## config.mk

```make
export PLATFORM = sky130hd
export DESIGN_NAME = adc_frame_tx
export DESIGN_NICKNAME = d
export VERILOG_FILES = /design/src/rtl/afx_pkg.sv /design/src/rtl/afx_rst_sync.sv /design/src/rtl/afx_frame_ctl.sv /design/src/rtl/afx_shifter.sv /design/src/rtl/adc_frame_tx.sv
export SDC_FILE = /design/constraint.sdc
export NUM_CORES = 1
export LEC_CHECK = 0
export BUFFER_PORTS_ARGS = -buffer_cell sky130_fd_sc_hd__clkbuf_2
export CORE_UTILIZATION = 52
export CTS_CLUSTER_DIAMETER = 200
export DETAILED_ROUTE_END_ITERATION = 12
export GPL_TIMING_DRIVEN = 0
export HOLD_SLACK_MARGIN = 0.02
export PLACE_DENSITY_LB_ADDON = 0.08
export SLEW_MARGIN = 5
export SYNTH_ARGS = -nofsm -noshare
export SYNTH_HDL_FRONTEND = slang
export SYNTH_SLANG_ARGS = --single-unit
```

## constraint.sdc

```tcl
create_clock -name sclk -period 3.6 [get_ports sclk]
set_input_delay 0.18 -clock sclk [delete_from_list [all_inputs] [get_ports sclk]]
set_output_delay 0.18 -clock sclk [all_outputs]
set_load 0.005 [all_outputs]
```

## src/rtl/afx_pkg.sv

```systemverilog
`timescale 1ns/1ps
package afx_pkg;
  localparam int unsigned AFX_CH_MAX = 6;
  localparam int unsigned AFX_WBITS  = 14;
  localparam int unsigned AFX_SLOT   = 16;
  localparam int unsigned AFX_LEAD   = 3;

  typedef enum logic [1:0] {
    ENG_IDLE = 2'd0,
    ENG_DATA = 2'd1,
    ENG_GAP  = 2'd2
  } eng_state_e;
endpackage

```

## src/rtl/afx_rst_sync.sv

```systemverilog
`timescale 1ns/1ps
module afx_rst_sync (
  input  logic sclk,
  input  logic rst_n,
  output logic rst_sync_n
);
  logic [1:0] stage_q;

  always_ff @(posedge sclk or negedge rst_n) begin
    if (!rst_n) stage_q <= 2'b00;
    else        stage_q <= {stage_q[0], 1'b1};
  end

  assign rst_sync_n = stage_q[1];
endmodule

```

## src/rtl/afx_frame_ctl.sv

```systemverilog
`timescale 1ns/1ps
module afx_frame_ctl #(
  parameter  int unsigned CH_MAX = 6,
  parameter  int unsigned WBITS  = 14,
  parameter  int unsigned SLOT   = 16,
  localparam int unsigned SELW   = $clog2(CH_MAX + 1),
  localparam int unsigned FW     = $clog2(SLOT * CH_MAX),
  localparam int unsigned BANKW  = CH_MAX * WBITS
) (
  input  logic             sclk,
  input  logic             rst_sync_n,
  input  logic             conv,
  input  logic [SELW-1:0]  chan_sel,
  input  logic [BANKW-1:0] samples,
  output logic             start,
  output logic             busy,
  output logic [SELW-1:0]  n_lat,
  output logic [BANKW-1:0] bank
);
  logic             conv_q;
  logic [FW-1:0]    fcnt_q, fcnt_d;
  logic             busy_q, busy_d;
  logic [SELW-1:0]  n_q, n_d, n_eff;
  logic [BANKW-1:0] bank_q;
  logic [FW-1:0]    last_c;
  logic             rise;

  // Clamp the requested count into 1..CH_MAX
  always_comb begin
    if (chan_sel == '0)                 n_eff = SELW'(1);
    else if (chan_sel > SELW'(CH_MAX))  n_eff = SELW'(CH_MAX);
    else                                n_eff = chan_sel;
  end

  assign last_c = FW'(SLOT * n_q - 1);
  assign rise   = conv & ~conv_q;
  assign start  = rise & (~busy_q | (fcnt_q == last_c));

  always_comb begin
    busy_d = busy_q;
    fcnt_d = fcnt_q;
    n_d    = n_q;
    if (start) begin
      busy_d = 1'b1;
      fcnt_d = '0;
      n_d    = n_eff;
    end else if (busy_q) begin
      if (fcnt_q == last_c) busy_d = 1'b0;
      else                  fcnt_d = fcnt_q + FW'(1);
    end
  end

  always_ff @(posedge sclk or negedge rst_sync_n) begin
    if (!rst_sync_n) begin
      conv_q <= 1'b0;
      busy_q <= 1'b0;
      fcnt_q <= '0;
      n_q    <= SELW'(1);
    end else begin
      conv_q <= conv;
      busy_q <= busy_d;
      fcnt_q <= fcnt_d;
      n_q    <= n_d;
    end
  end

  // Sample bank: clock enable is the accepted start
  always_ff @(posedge sclk or negedge rst_sync_n) begin
    if (!rst_sync_n)  bank_q <= '0;
    else if (start)   bank_q <= samples;
  end

  assign busy  = busy_q;
  assign n_lat = n_q;
  assign bank  = bank_q;
endmodule

```

## src/rtl/afx_shifter.sv

```systemverilog
`timescale 1ns/1ps
module afx_shifter
  import afx_pkg::*;
#(
  parameter  int unsigned CH_MAX = 6,
  parameter  int unsigned WBITS  = 14,
  parameter  int unsigned SLOT   = 16,
  parameter  int unsigned LEAD   = 3,
  localparam int unsigned SELW   = $clog2(CH_MAX + 1),
  localparam int unsigned PW     = $clog2(SLOT),
  localparam int unsigned DW     = (LEAD > 1) ? $clog2(LEAD) : 1,
  localparam int unsigned BANKW  = CH_MAX * WBITS
) (
  input  logic             sclk,
  input  logic             rst_sync_n,
  input  logic             start,
  input  logic [SELW-1:0]  n_lat,
  input  logic [BANKW-1:0] bank,
  output logic             sdo,
  output logic             sdo_oe,
  output logic             run
);
  logic [WBITS-1:0] words [CH_MAX];

  for (genvar g = 0; g < CH_MAX; g++) begin : g_word
    assign words[g] = bank[g*WBITS +: WBITS];
  end

  eng_state_e       st_q, st_d;
  logic             pend_q, pend_d;
  logic [DW-1:0]    dly_q, dly_d;
  logic [PW-1:0]    ph_q, ph_d;
  logic [SELW-1:0]  widx_q, widx_d, wcnt_q, wcnt_d, nxt_idx;
  logic [WBITS-1:0] sreg_q, sreg_d, nxt_word;
  logic             oe_q, oe_d;
  logic             launch;

  assign launch  = pend_q & (dly_q == '0);
  assign nxt_idx = widx_q + SELW'(1);

  always_comb begin
    nxt_word = '0;
    for (int i = 0; i < CH_MAX; i++)
      if (nxt_idx == SELW'(i)) nxt_word = words[i];
  end

  // Lead-in countdown
  always_comb begin
    pend_d = pend_q;
    dly_d  = dly_q;
    if (start) begin
      pend_d = 1'b1;
      dly_d  = DW'(LEAD - 1);
    end else if (launch) begin
      pend_d = 1'b0;
    end else if (pend_q) begin
      dly_d  = dly_q - DW'(1);
    end
  end

  // Slot engine
  always_comb begin
    st_d   = st_q;
    ph_d   = ph_q;
    widx_d = widx_q;
    wcnt_d = wcnt_q;
    sreg_d = sreg_q;
    oe_d   = oe_q;
    if (launch) begin
      st_d   = ENG_DATA;
      ph_d   = '0;
      widx_d = '0;
      wcnt_d = n_lat;
      sreg_d = words[0];
      oe_d   = 1'b1;
    end else begin
      unique case (st_q)
        ENG_DATA: begin
          ph_d = ph_q + PW'(1);
          if (ph_q == PW'(WBITS - 1)) begin
            st_d = ENG_GAP;
            oe_d = 1'b0;
          end else begin
            sreg_d = {sreg_q[WBITS-2:0], 1'b0};
          end
        end
        ENG_GAP: begin
          ph_d = ph_q + PW'(1);
          if (ph_q == PW'(SLOT - 1)) begin
            ph_d = '0;
            if (nxt_idx < wcnt_q) begin
              st_d   = ENG_DATA;
              widx_d = nxt_idx;
              sreg_d = nxt_word;
              oe_d   = 1'b1;
            end else begin
              st_d = ENG_IDLE;
            end
          end
        end
        default: ;
      endcase
    end
  end

  always_ff @(posedge sclk or negedge rst_sync_n) begin
    if (!rst_sync_n) begin
      st_q   <= ENG_IDLE;
      pend_q <= 1'b0;
      dly_q  <= '0;
      ph_q   <= '0;
      widx_q <= '0;
      wcnt_q <= '0;
      sreg_q <= '0;
      oe_q   <= 1'b0;
    end else begin
      st_q   <= st_d;
      pend_q <= pend_d;
      dly_q  <= dly_d;
      ph_q   <= ph_d;
      widx_q <= widx_d;
      wcnt_q <= wcnt_d;
      sreg_q <= sreg_d;
      oe_q   <= oe_d;
    end
  end

  assign sdo    = sreg_q[WBITS-1];
  assign sdo_oe = oe_q;
  assign run    = pend_q | (st_q != ENG_IDLE);
endmodule

```

## src/rtl/adc_frame_tx.sv

```systemverilog
`timescale 1ns/1ps
module adc_frame_tx
  import afx_pkg::*;
#(
  parameter  int unsigned CH_MAX = AFX_CH_MAX,
  parameter  int unsigned WBITS  = AFX_WBITS,
  parameter  int unsigned SLOT   = AFX_SLOT,
  parameter  int unsigned LEAD   = AFX_LEAD,
  localparam int unsigned SELW   = $clog2(CH_MAX + 1),
  localparam int unsigned BANKW  = CH_MAX * WBITS
) (
  input  logic             sclk,
  input  logic             rst_n,
  input  logic             conv,
  input  logic [SELW-1:0]  chan_sel,
  input  logic [BANKW-1:0] samples,
  output logic             sdo,
  output logic             sdo_oe
);
  logic             rst_sync_n;
  logic             start;
  logic             busy;
  logic             eng_run;
  logic [SELW-1:0]  n_lat;
  logic [BANKW-1:0] bank;

  afx_rst_sync u_rst (
    .sclk       (sclk),
    .rst_n      (rst_n),
    .rst_sync_n (rst_sync_n)
  );

  afx_frame_ctl #(.CH_MAX(CH_MAX), .WBITS(WBITS), .SLOT(SLOT)) u_ctl (
    .sclk       (sclk),
    .rst_sync_n (rst_sync_n),
    .conv       (conv),
    .chan_sel   (chan_sel),
    .samples    (samples),
    .start      (start),
    .busy       (busy),
    .n_lat      (n_lat),
    .bank       (bank)
  );

  afx_shifter #(.CH_MAX(CH_MAX), .WBITS(WBITS), .SLOT(SLOT), .LEAD(LEAD)) u_shf (
    .sclk       (sclk),
    .rst_sync_n (rst_sync_n),
    .start      (start),
    .n_lat      (n_lat),
    .bank       (bank),
    .sdo        (sdo),
    .sdo_oe     (sdo_oe),
    .run        (eng_run)
  );
endmodule

```

Word-level counts from Yosys, hierarchy flattened
Cells that the tools add are included.
{"block": "totals", "output_inout_bits": 2, "inputBits": 90, "latch_bits": 0, "memories": 0, "regBits": 128, "word_cells": 100, "rom_bits": 0, "ramBits": 0}
{"block": "classes", "multipliers": 0, "shift": 0, "eq_ne": 16, "order_cmp": 2, "mux": 41, "n_addsub": 5, "bitwise": 6, "n_reduce_logical": 16, "div": 0}
{"cell": "14-bit 2-to-1 mux", "count": 10}
{"cell": "14-bit case mux with 2 select lines", "count": 1}
{"cell": "7-bit 2-to-1 mux", "count": 3}
{"cell": "3-bit 2-to-1 mux", "count": 6}
{"cell": "2-bit 2-to-1 mux", "count": 6}
{"cell": "2-bit nonzero test", "count": 6}
{"cell": "1-bit 2-to-1 mux", "count": 10}
{"cell": "3-bit by 1-bit inequality test with 1-bit output (second input constant)", "count": 3}
{"cell": "4-bit equality test (second input constant)", "count": 2}
{"cell": "4-bit 2-to-1 mux", "count": 2}
{"cell": "4-bit case mux with 2 select lines", "count": 1}
{"cell": "4-bit AND reduction", "count": 2}
{"cell": "7-bit by 1-bit adder with 7-bit output (second input constant)", "count": 1}
{"cell": "7-bit equality test", "count": 1}
{"cell": "7-bit by 1-bit subtractor with 7-bit output (second input constant)", "count": 1}
{"cell": "3-bit by 2-bit equality test with 1-bit output (second input constant)", "count": 2}
{"cell": "3-bit equality test (second input constant)", "count": 2}
{"cell": "3-bit logical NOT", "count": 2}
{"cell": "3-bit AND reduction", "count": 2}
{"cell": "4-bit by 1-bit adder with 4-bit output (second input constant)", "count": 1}
{"cell": "2-bit inequality test (second input constant)", "count": 2}
{"cell": "2-bit case mux with 2 select lines", "count": 1}
{"cell": "2-bit AND reduction", "count": 2}
{"cell": "3-bit by 1-bit adder with 3-bit output (second input constant)", "count": 1}
{"cell": "other kinds (13)", "count": 16}

Depth between registers and ports, before layout
Gate-level depths: netlist (run 1).
{"block": "logic_depth", "word_depth": 12, "mapped_depth": 9, "ltp_nobuf": 8}

Modules after synthesis
From an unflattened synthesis (run 1), not the netlist that was laid out.
{"block": "hier_totals", "hier_cells": 500, "hier_area_um2": 6174.7}
{"module": "afx_frame_ctl", "instances": 1, "seq_area_each_um2": 2403.6, "cells_per_inst": 234, "area_per_inst_um2": 3812.4}
{"module": "afx_shifter", "instances": 1, "seq_area_each_um2": 750.7, "cells_per_inst": 263, "area_per_inst_um2": 2308.5}
{"module": "afx_rst_sync", "instances": 1, "seq_area_each_um2": 50.0, "cells_per_inst": 3, "area_per_inst_um2": 53.8}

Worst setup path after synthesis (run 1)
No wires, ideal clock.
{"block": "synth_timing", "kind": "register -> register", "from": "register u_shf.widx_q[0]", "to": "register u_shf.sreg_q[10]", "slack_ps": 828, "synth_period_minus_slack_ps": 2772, "setup_ps": 125, "n_path_buf": 1, "path_stages_with_launch": 10, "required_ps": 3475, "t_arrival_ps": 2647, "path_cell_list": "dfrtp_1 -> ha_1 -> xnor2_1 -> inv_1 -> ha_1 -> a21oi_1 -> o211ai_1 -> a21oi_1 -> buf_2 -> mux2_2"}
{"block": "synth_between", "elab_chain_len": 12, "word_cells_on_any_way": 20, "cone_classes": "add/sub: 1; order compare: 1; eq/ne: 6; mux: 10; reduce/logical: 2"}
{"item": "from (decl)", "line": "afx_shifter.sv:33", "rtl": "logic [SELW-1:0] widx_q, widx_d, wcnt_q, wcnt_d, nxt_idx;"}
{"item": "from (signal assigned)", "line": "afx_shifter.sv:121", "rtl": "widx_q <= widx_d;"}
{"item": "3-bit by 1-bit adder with 3-bit output (*)", "line": "afx_shifter.sv:39", "rtl": "assign nxt_idx = widx_q + SELW'(1);"}
{"item": "3-bit logical NOT", "line": "afx_shifter.sv:44", "rtl": "if (nxt_idx == SELW'(i)) nxt_word = words[i];"}
{"item": "14-bit 2-to-1 mux (6 in series)", "line": "afx_shifter.sv:44"}
{"item": "14-bit 2-to-1 mux", "line": "afx_shifter.sv:91", "rtl": "if (nxt_idx < wcnt_q) begin"}
{"item": "14-bit 2-to-1 mux", "line": "afx_shifter.sv:89", "rtl": "if (ph_q == PW'(SLOT - 1)) begin"}
{"item": "14-bit case mux with 2 select lines", "line": "afx_shifter.sv:77", "rtl": "unique case (st_q)"}
{"item": "14-bit 2-to-1 mux", "line": "afx_shifter.sv:69", "rtl": "if (launch) begin"}
{"item": "to (signal assigned)", "line": "afx_shifter.sv:123", "rtl": "sreg_q <= sreg_d;"}
{"item": "to (decl)", "line": "afx_shifter.sv:34", "rtl": "logic [WBITS-1:0] sreg_q, sreg_d, nxt_word;"}
Mark *: on every way between the ends. The rest lies on a longest branch, timed or not. The select of a mux whose other input is x is not followed.
A chain may end at the register's enable or synchronous reset.

Worst setup path in the final report (run 1)
Ends and elaborated chain as after synthesis.

==> qor.log, run 1 <==
[run_status] run status complete, no violations
[cts] register clock-pin slew on the reported worst setup and hold paths 0.05 ns
[yosys] total nets after synthesis 590
[cts] post_cts resized 0
[global_route] number of global-route vias before repair 4,902
[critical_path] Arr. time, crit path 3.58 ns
[timing] RSZ-0062 raised after global routing false
[worst_hold_path] Worst Min Path Start samples[16]
[cts] count of H-tree levels built during CTS 4
[timing] maximum clock skew at final layout 0.00780 ns
[critical_path] capture point of the worst reg-to-reg path u_shf.sreg_q[10]
[critical_path] stages on the worst setup path 9
[die] Rows 40
[power] total power per unit cell area 789 mW/mm^2
[yosys] Syn Std Cell Area 0.00642 sq mm
[critical_path] highest net fanout along the worst path 10
[critical_path] worst setup path start u_shf.widx_q[0]
[critical_path] cell family with the largest share of critical-path delay compound AO/OA/AOI/OAI gates
[yosys] most common flop cell mapped by yosys sky130_fd_sc_hd__dfrtp_1
[placement] Final GP Congestion 0.800
[cts] count of buffers added by post-CTS timing repair for setup 0
[route] remaining antenna violation count after routing 0
[cells_and_area] Nets 786
[route] via total after detailed routing 4,647
[worst_hold_path] count of cells along the worst hold path 2
[timing] aggregate negative setup slack 0 ns
[global_route] final global-route overflow total 0
[route] total iterations of the first detailed-routing run 5
[timing] min Tclk post-route 3.29 ns
[critical_path] CP endpoint kind flop
[die] die boundary height 113 microns
[timing] final worst hold slack 0.0314 ns
[power] switching share of power 31.5%
[route] total detailed-routing wirelength 15,600 microns
[global_route] number of antenna violations at the first check in global routing 0
[die] Initial Util 53.5%
[die] die extent in x 113 microns
[global_route] maximum number of pins on one net before global-route repair 67
[power] portion of total power attributed to combinational logic 36.7%
[timing] Setup Viol. Count Final 0
[yosys] proportion of synthesized flip-flops having asynchronous set or reset 100%
[worst_hold_path] worst hold path type input pin to flop
[timing] Final Cycle Share 91.4%
[timing] total count of hold-check failures in the final report 0
[power] Switching Power 0.00212 W
[yosys] number of cells produced by synthesis 486
[cts] clock tree from TritonCTS done
[timing] Final Max Slew Viols 0
[cells_and_area] Post-Route Utilization 70.9%
[critical_path] FF-to-FF setup slack 0.31 ns
[critical_path] worst path required time 3.89 ns
[placement] HPWL after detailed placement 10,100 microns
[cts] Inserted Clock Buffers 17
[route] drt initial violations 343
[timing] worst rel slew slack 44.4%
[worst_hold_path] end point of the most critical hold path u_ctl.bank[16]
[cells_and_area] antenna cells 0
[cts] TritonCTS Sinks 128
[critical_path] buffering stage count on the worst path with inverters included 2
[global_route] total track usage 26.4%
[yosys] average size of a mapped cell 13.2 sq um
[timing] measured slew at the worst slew-check pin 0.834 ns
[route] total DRC errors in the routed layout 0
[placement] count of buffers from port buffering 91
[route] Vias/cell 5.52
[power] portion of total power attributed to the clock network 24.8%
[die] Die ar. 0.0128 sq mm
[power] Int Pwr 0.00460 W
[yosys] EDFF count, synth 0
[critical_path] series of cell instances along the critical path ha_1 -> xnor2_1 -> inv_1 -> ha_1 -> a21oi_1 -> o211ai_1 -> a21oi_1 -> buf_2 -> mux2_2
[timing] maximum achievable frequency 304 MHz
[power] P_leak 4.23 nW
[critical_path] Setup crit start kind flop
[die] I/O Pins 92
[yosys] distinct cell type count of the synthesized netlist 43
[yosys] part of the Yosys area used for sequential elements 49.9%
[critical_path] maximum single-stage delay on the critical path 0.44 ns
[global_route] global-route wire length before repair 25,500 microns
[flow_run] Max-Cap Viols 0
[die] Core Box Area 0.0120 sq mm
[route] DR WL/cell 18.6 microns
[critical_path] path type of the worst setup path flop to flop
[cells_and_area] proportion of layout cells with a drive suffix above 1 34.1%
[cells_and_area] Area Growth Syn to Fin 32.6%
[yosys] Ys Warns 0
[cts] Clock Root Buffer sky130_fd_sc_hd__clkbuf_16
[power] worst vdd ir 0.412 mV
[cts] clk_lat worst skew 0.42 ns
[cts] largest buffer count on any clock path 2
[cells_and_area] commonest cells after routing, fill and taps aside 126 x sky130_fd_sc_hd__dfrtp_1, 91 x sky130_fd_sc_hd__clkbuf_2, 85 x sky130_fd_sc_hd__dlygate4sd3_1
[critical_path] cell depth of the worst flop-to-flop path 9
[critical_path] highest-delay cell along the critical path sky130_fd_sc_hd__a21oi_1
[critical_path] RR Startpoint u_shf.widx_q[0]
[cells_and_area] most common cell after layout, fill and taps aside sky130_fd_sc_hd__dfrtp_1
[power] fraction of power consumed by sequential logic 38.5%
[yosys] post-synthesis register bit count 128
[metrics by stage]
step	setup slack, ns	area, sq um	total power [W]	cells
CTS	0.268	8520	0.00673	842
finish	0.310	8520	0.00672	842
global placement	0.289	7060	0.00485	724
floorplan	0.828	6420	0.00433	486
global route	0.0685	8520	0.00712	842
detailed placement	0.299	7090	0.00495	725
[worst max path at each step]
stage | endpoint | slack (ns)
2_1_floorplan | u_shf.sreg_q[10] | 0.83
3_3_place_gp | u_shf.sreg_q[7] | 0.29
3_5_place_dp | u_shf.sreg_q[7] | 0.30
4_1_cts | u_shf.sreg_q[7] | 0.27
5_1_grt | u_shf.sreg_q[7] | 0.07
6_report | u_shf.sreg_q[10] | 0.31
[flip-flops by register name, summed over array words and instances, names as in the netlist]
signal,count
u_ctl.busy,1
u_shf.sdo_oe,1
u_ctl.bank,84
u_shf.widx_q,3
u_ctl.conv_q,1
u_shf.wcnt_q,3
u_shf.st_q,2
u_shf.dly_q,2
u_rst.stage_q,2
u_ctl.n_lat,3
u_shf.sreg_q,14
u_ctl.fcnt_q,7
u_shf.ph_q,4
u_shf.pend_q,1
[per-layer routing]
layer	vias to the layer above	share of wire, %	global-route usage (%)
li1	2205	-	-
met1	2268	48	37.0
met2	163	47	40.5
met3	11	5.0	6.11
met4	0	0.74	8.77
met5	-	0	0
[power groups by stage]
stage	Clock [W]	Sequential, W	Combinational [W]
finish	0.00167	0.00259	0.00247
global route	0.00175	0.00267	0.00270
CTS	0.00169	0.00258	0.00246
detailed placement	0	0.00259	0.00237
global placement	0	0.00258	0.00227
floorplan	0	0.00242	0.00191
[worst reg2reg max path: cells and delay by family (launching register included)]
kind                       cells  cell delay (ns)
adders and majority gates      2             0.57
xor gates and xnor gates       1             0.41
DFF                            1             0.43
AOI/OAI and AO/OA              3             0.87
buffers and inverters          2             0.52
muxes                          1             0.37
[synth_stat cells (2+ instances only)]
cell / instances / share of area, %
sky130_fd_sc_hd__dfrtp_1: 127 / 49
sky130_fd_sc_hd__mux2_4: 83 / 19
sky130_fd_sc_hd__clkbuf_1: 20 / 1.2
sky130_fd_sc_hd__nand2b_1: 19 / 1.9
sky130_fd_sc_hd__inv_1: 16 / 0.94
sky130_fd_sc_hd__mux2_2: 16 / 2.8
sky130_fd_sc_hd__a31oi_1: 15 / 1.5
sky130_fd_sc_hd__o2111ai_1: 15 / 2.0
sky130_fd_sc_hd__a221oi_1: 14 / 1.9
sky130_fd_sc_hd__a22oi_1: 14 / 1.6
sky130_fd_sc_hd__ha_1: 14 / 2.7
sky130_fd_sc_hd__and3_1: 13 / 1.3
sky130_fd_sc_hd__nand2_1: 13 / 0.76
sky130_fd_sc_hd__o221ai_1: 13 / 1.8
sky130_fd_sc_hd__nor2_1: 12 / 0.70
sky130_fd_sc_hd__buf_6: 10 / 1.8
sky130_fd_sc_hd__a21oi_1: 9 / 0.70
sky130_fd_sc_hd__o21ai_0: 8 / 0.62
sky130_fd_sc_hd__xnor2_1: 8 / 1.1
sky130_fd_sc_hd__nand3_1: 6 / 0.47
sky130_fd_sc_hd__o211ai_1: 6 / 0.70
sky130_fd_sc_hd__and2_1: 4 / 0.39
sky130_fd_sc_hd__mux2_1: 3 / 0.53
sky130_fd_sc_hd__mux2i_1: 3 / 0.47
sky130_fd_sc_hd__nor2b_1: 3 / 0.29
sky130_fd_sc_hd__buf_2: 2 / 0.16
sky130_fd_sc_hd__nand4_1: 2 / 0.19
sky130_fd_sc_hd__nor3_1: 2 / 0.16
sky130_fd_sc_hd__o21a_1: 2 / 0.23
[what timing repair did]
action                     4_1_cts  5_1_grt
hold buffers                    85        0
setup endpoints to repair        0        0
hold endpoints to repair        86        0
[cell type report]
cell class	instances	area, sq um
sequential	128	3210
timing repair buffer	177	1330
clock inverter	11	114
inverter	16	60.1
tap	147	184
buffer	32	198
fill	846	3490
clock buffer	21	460
multi-input combinational	310	2960
[kinds of logic (layout without fill, tap and decap cells)]
kind of cell	Yosys count	after routing	share of synthesized area [%]
compound gates	102	102	11.9
xor+xnor	10	10	1.60
fa+ha+maj	14	14	2.73
buf+inv	48	257	4.01
flops	128	128	49.9
mux	105	105	23.2
other cells	1	1	0.0584
simple gates	78	78	6.55
Power figures use the tool's default switching activity.
==> run 2, diff against run 1 <==
- REMOVE_ABC_BUFFERS: unset -> 1
==> qor.log, run 2 (synthesis results as in run 1) <==
[route] total iterations of the first detailed-routing run 4 [was 5]
[global_route] final global-route overflow total 0 [unchanged]
[placement] count of buffers from port buffering 91 [unchanged]
[route] remaining antenna violation count after routing 0 [unchanged]
[flow_run] Max-Cap Viols 0 [unchanged]
[cells_and_area] Post-Layout Inst Area 0.00853 sq mm [was 0.00852 sq mm]
[power] P_leak 4.21 nW [was 4.23 nW]
[die] die extent in x 113 microns [unchanged]
[critical_path] buffering stage count on the worst path with inverters included 2 [unchanged]
[route] total detailed-routing wirelength 16,000 microns [was 15,600 microns]
[critical_path] path type of the worst setup path flop to flop [unchanged]
[global_route] maximum number of pins on one net before global-route repair 55 [was 67]
[timing] maximum achievable frequency 289 MHz [was 304 MHz]
[global_route] total track usage 26.3% [was 26.4%]
[timing] worst rel slew slack 12.0% [was 44.4%]
[critical_path] Setup crit start kind flop [unchanged]
[timing] Final Max Slew Viols 0 [unchanged]
[timing] min Tclk post-route 3.46 ns [was 3.29 ns]
[cells_and_area] proportion of layout cells with a drive suffix above 1 35.5% [was 34.1%]
[critical_path] maximum single-stage delay on the critical path 0.87 ns [was 0.44 ns]
[power] total power per unit cell area 788 mW/mm^2 [was 789 mW/mm^2]
[critical_path] highest net fanout along the worst path 46 [was 10]
[timing] RSZ-0062 raised after global routing false [unchanged]
[worst_hold_path] worst hold path type input pin to asynchronous set/reset pin [was input pin to flop]
[cts] TritonCTS Sinks 128 [unchanged]
[placement] pre-CTS setup slack -0.296 ns [was 0.299 ns]
[route] total DRC errors in the routed layout 0 [unchanged]
[power] worst vdd ir 0.493 mV [was 0.412 mV]
[route] DR WL/cell 19.4 microns [was 18.6 microns]
[cells_and_area] area of all sequential standard cells 0.00321 sq mm [unchanged]
[critical_path] worst path required time 3.90 ns [was 3.89 ns]
[global_route] global-route wire length before repair 25,600 microns [was 25,500 microns]
[cts] clk_lat worst skew 0.42 ns [about the same]
[route] via total after detailed routing 4,691 [was 4,647]
[global_route] number of antenna violations at the first check in global routing 0 [unchanged]
[cells_and_area] antenna cells 0 [unchanged]
[cts] count of buffers added by post-CTS timing repair for setup 0 [unchanged]
[cts] clock tree from TritonCTS done [unchanged]
[cells_and_area] Nets 765 [was 786]
[timing] total count of hold-check failures in the final report 0 [unchanged]
[critical_path] series of cell instances along the critical path inv_1 -> ha_1 -> xor3_1 -> o41ai_4 -> nand2b_4 -> buf_16 -> mux2_4 [was ha_1 -> xnor2_1 -> inv_1 -> ha_1 -> a21oi_1 -> o211ai_1 -> a21oi_1 -> buf_2 -> mux2_2]
[timing] final worst hold slack 0.0750 ns [was 0.0314 ns]
[die] Core Box Area 0.0120 sq mm [unchanged]
[cells_and_area] Area Growth Syn to Fin 32.8% [was 32.6%]
[die] Rows 40 [unchanged]
[critical_path] highest-delay cell along the critical path sky130_fd_sc_hd__o41ai_4 [was sky130_fd_sc_hd__a21oi_1]
[timing] Setup Viol. Count Final 0 [unchanged]
[die] Initial Util 53.5% [unchanged]
[cells_and_area] commonest cells after routing, fill and taps aside 126 x sky130_fd_sc_hd__dfrtp_1, 91 x sky130_fd_sc_hd__clkbuf_2, 89 x sky130_fd_sc_hd__dlygate4sd3_1 [was 126 x sky130_fd_sc_hd__dfrtp_1, 91 x sky130_fd_sc_hd__clkbuf_2, 85 x sky130_fd_sc_hd__dlygate4sd3_1]
[global_route] number of global-route vias before repair 5,059 [was 4,902]
[placement] HPWL after detailed placement 9130 microns [was 10,100 microns]
[timing] measured slew at the worst slew-check pin 1.32 ns [was 0.834 ns]
[route] drt initial violations 242 [was 343]
[die] I/O Pins 92 [unchanged]
[critical_path] Arr. time, crit path 3.76 ns [was 3.58 ns]
[cts] largest buffer count on any clock path 2 [unchanged]
[cts] Clock Root Buffer sky130_fd_sc_hd__clkbuf_16 [unchanged]
[timing] maximum clock skew at final layout 0.00709 ns [was 0.00780 ns]
[run_status] run status complete, no violations [unchanged]
[route] Vias/cell 5.71 [was 5.52]
[timing] Final Cycle Share 96.0% [was 91.4%]
[cells_and_area] most common cell after layout, fill and taps aside sky130_fd_sc_hd__dfrtp_1 [unchanged]
[die] die boundary height 113 microns [unchanged]
[critical_path] CP endpoint kind flop [unchanged]
[cells_and_area] fillcell total 830 [was 846]
[cells_and_area] max FFs per register 84 [unchanged]
[cts] Inserted Clock Buffers 17 [unchanged]
[cells_and_area] area used by multi-input combinational logic 0.00300 sq mm [was 0.00296 sq mm]
[placement] area post-placement 0.00704 sq mm [was 0.00709 sq mm]
[die] Die ar. 0.0128 sq mm [unchanged]
[timing] Worst Slack Setup Final 0.142 ns [was 0.310 ns]
[cts] register clock-pin slew on the reported worst setup and hold paths 0.06 ns [was 0.05 ns]
[critical_path] cell family with the largest share of critical-path delay compound AO/OA/AOI/OAI gates [unchanged]
[placement] Final GP Congestion 0.796 [was 0.800]
[cts] count of H-tree levels built during CTS 4 [unchanged]
[run 2: cell types whose count changed in the layout (fill, tap and decap cells not counted), moves of 2 or more]
cell	before	now
sky130_fd_sc_hd__dlygate4sd3_1	85	89
sky130_fd_sc_hd__buf_6	10	3
sky130_fd_sc_hd__clkbuf_1	22	0
sky130_fd_sc_hd__buf_2	2	0
sky130_fd_sc_hd__clkinvlp_4	2	6
sky130_fd_sc_hd__clkinv_2	6	4
sky130_fd_sc_hd__buf_16	1	4
[run 2: where the power goes]
part / switching [W] / internal, W
logic: 0.00101 / 0.00148
clock network: 0.000655 / 0.00103
registers: 0.000449 / 0.00210
[run 2: layout make-up]
class | instances | area share, %
repair buffers | 187 | 17.5
clock inverters | 14 | 1.67
multi-input cells | 311 | 35.2
flip-flops and latches | 128 | 37.6
well taps | 147 | 2.16
clock buffers | 18 | 5.15
inverters | 16 | 0.704
[run 2: metal layers]
layer	part of all wire [%]	global-route usage, %	wire length [microns]	vias up
li1	-	-	-	2165
met1	44	33.4	7050	2380
met2	50	44.3	7920	121
met3	4.3	6.27	680	25
met4	1.9	9.04	300	0
met5	0	0	0	-
[run 2: path summary, 6_finish.rpt]
kind | from | end | slack, ns | cells after the start
worst min-delay path | rst_n | u_rst.stage_q[1] | 0.07 | 2
min in group sclk | u_rst.stage_q[0] | u_rst.stage_q[1] | 0.35 | 0
worst max-delay path | u_ctl.n_lat[0] | u_ctl.bank[69] | 0.14 | 7
worst max register to register | u_ctl.n_lat[0] | u_ctl.bank[69] | 0.14 | 7
worst min register to register | u_rst.stage_q[1] | u_ctl.bank[58] | 0.25 | 0
max in group asynchronous | u_rst.stage_q[1] | u_ctl.bank[68] | 2.46 | 2
[run 2: through the flow]
| step | utilization (%) | cells | power (W) | setup TNS (ns) |
|---|---|---|---|---|
| floorplan | - | 454 | 0.00434 | -206.75 |
| global placement | 57.1 | 692 | 0.00485 | -516.70 |
| detailed placement | 58.6 | 699 | 0.00492 | -11.92 |
| CTS | 70.9 | 820 | 0.00673 | 0 |
| global route | 71.0 | 821 | 0.00711 | 0 |
| finish | 71.0 | 821 | 0.00672 | 0 |
[run 2: repair_timing]
item	CTS	global route
cloned	0	1
hold buffers	89	0
setup endpoints to repair	53	42
endpoints found under the hold margin	90	0
gates resized for setup	1	0
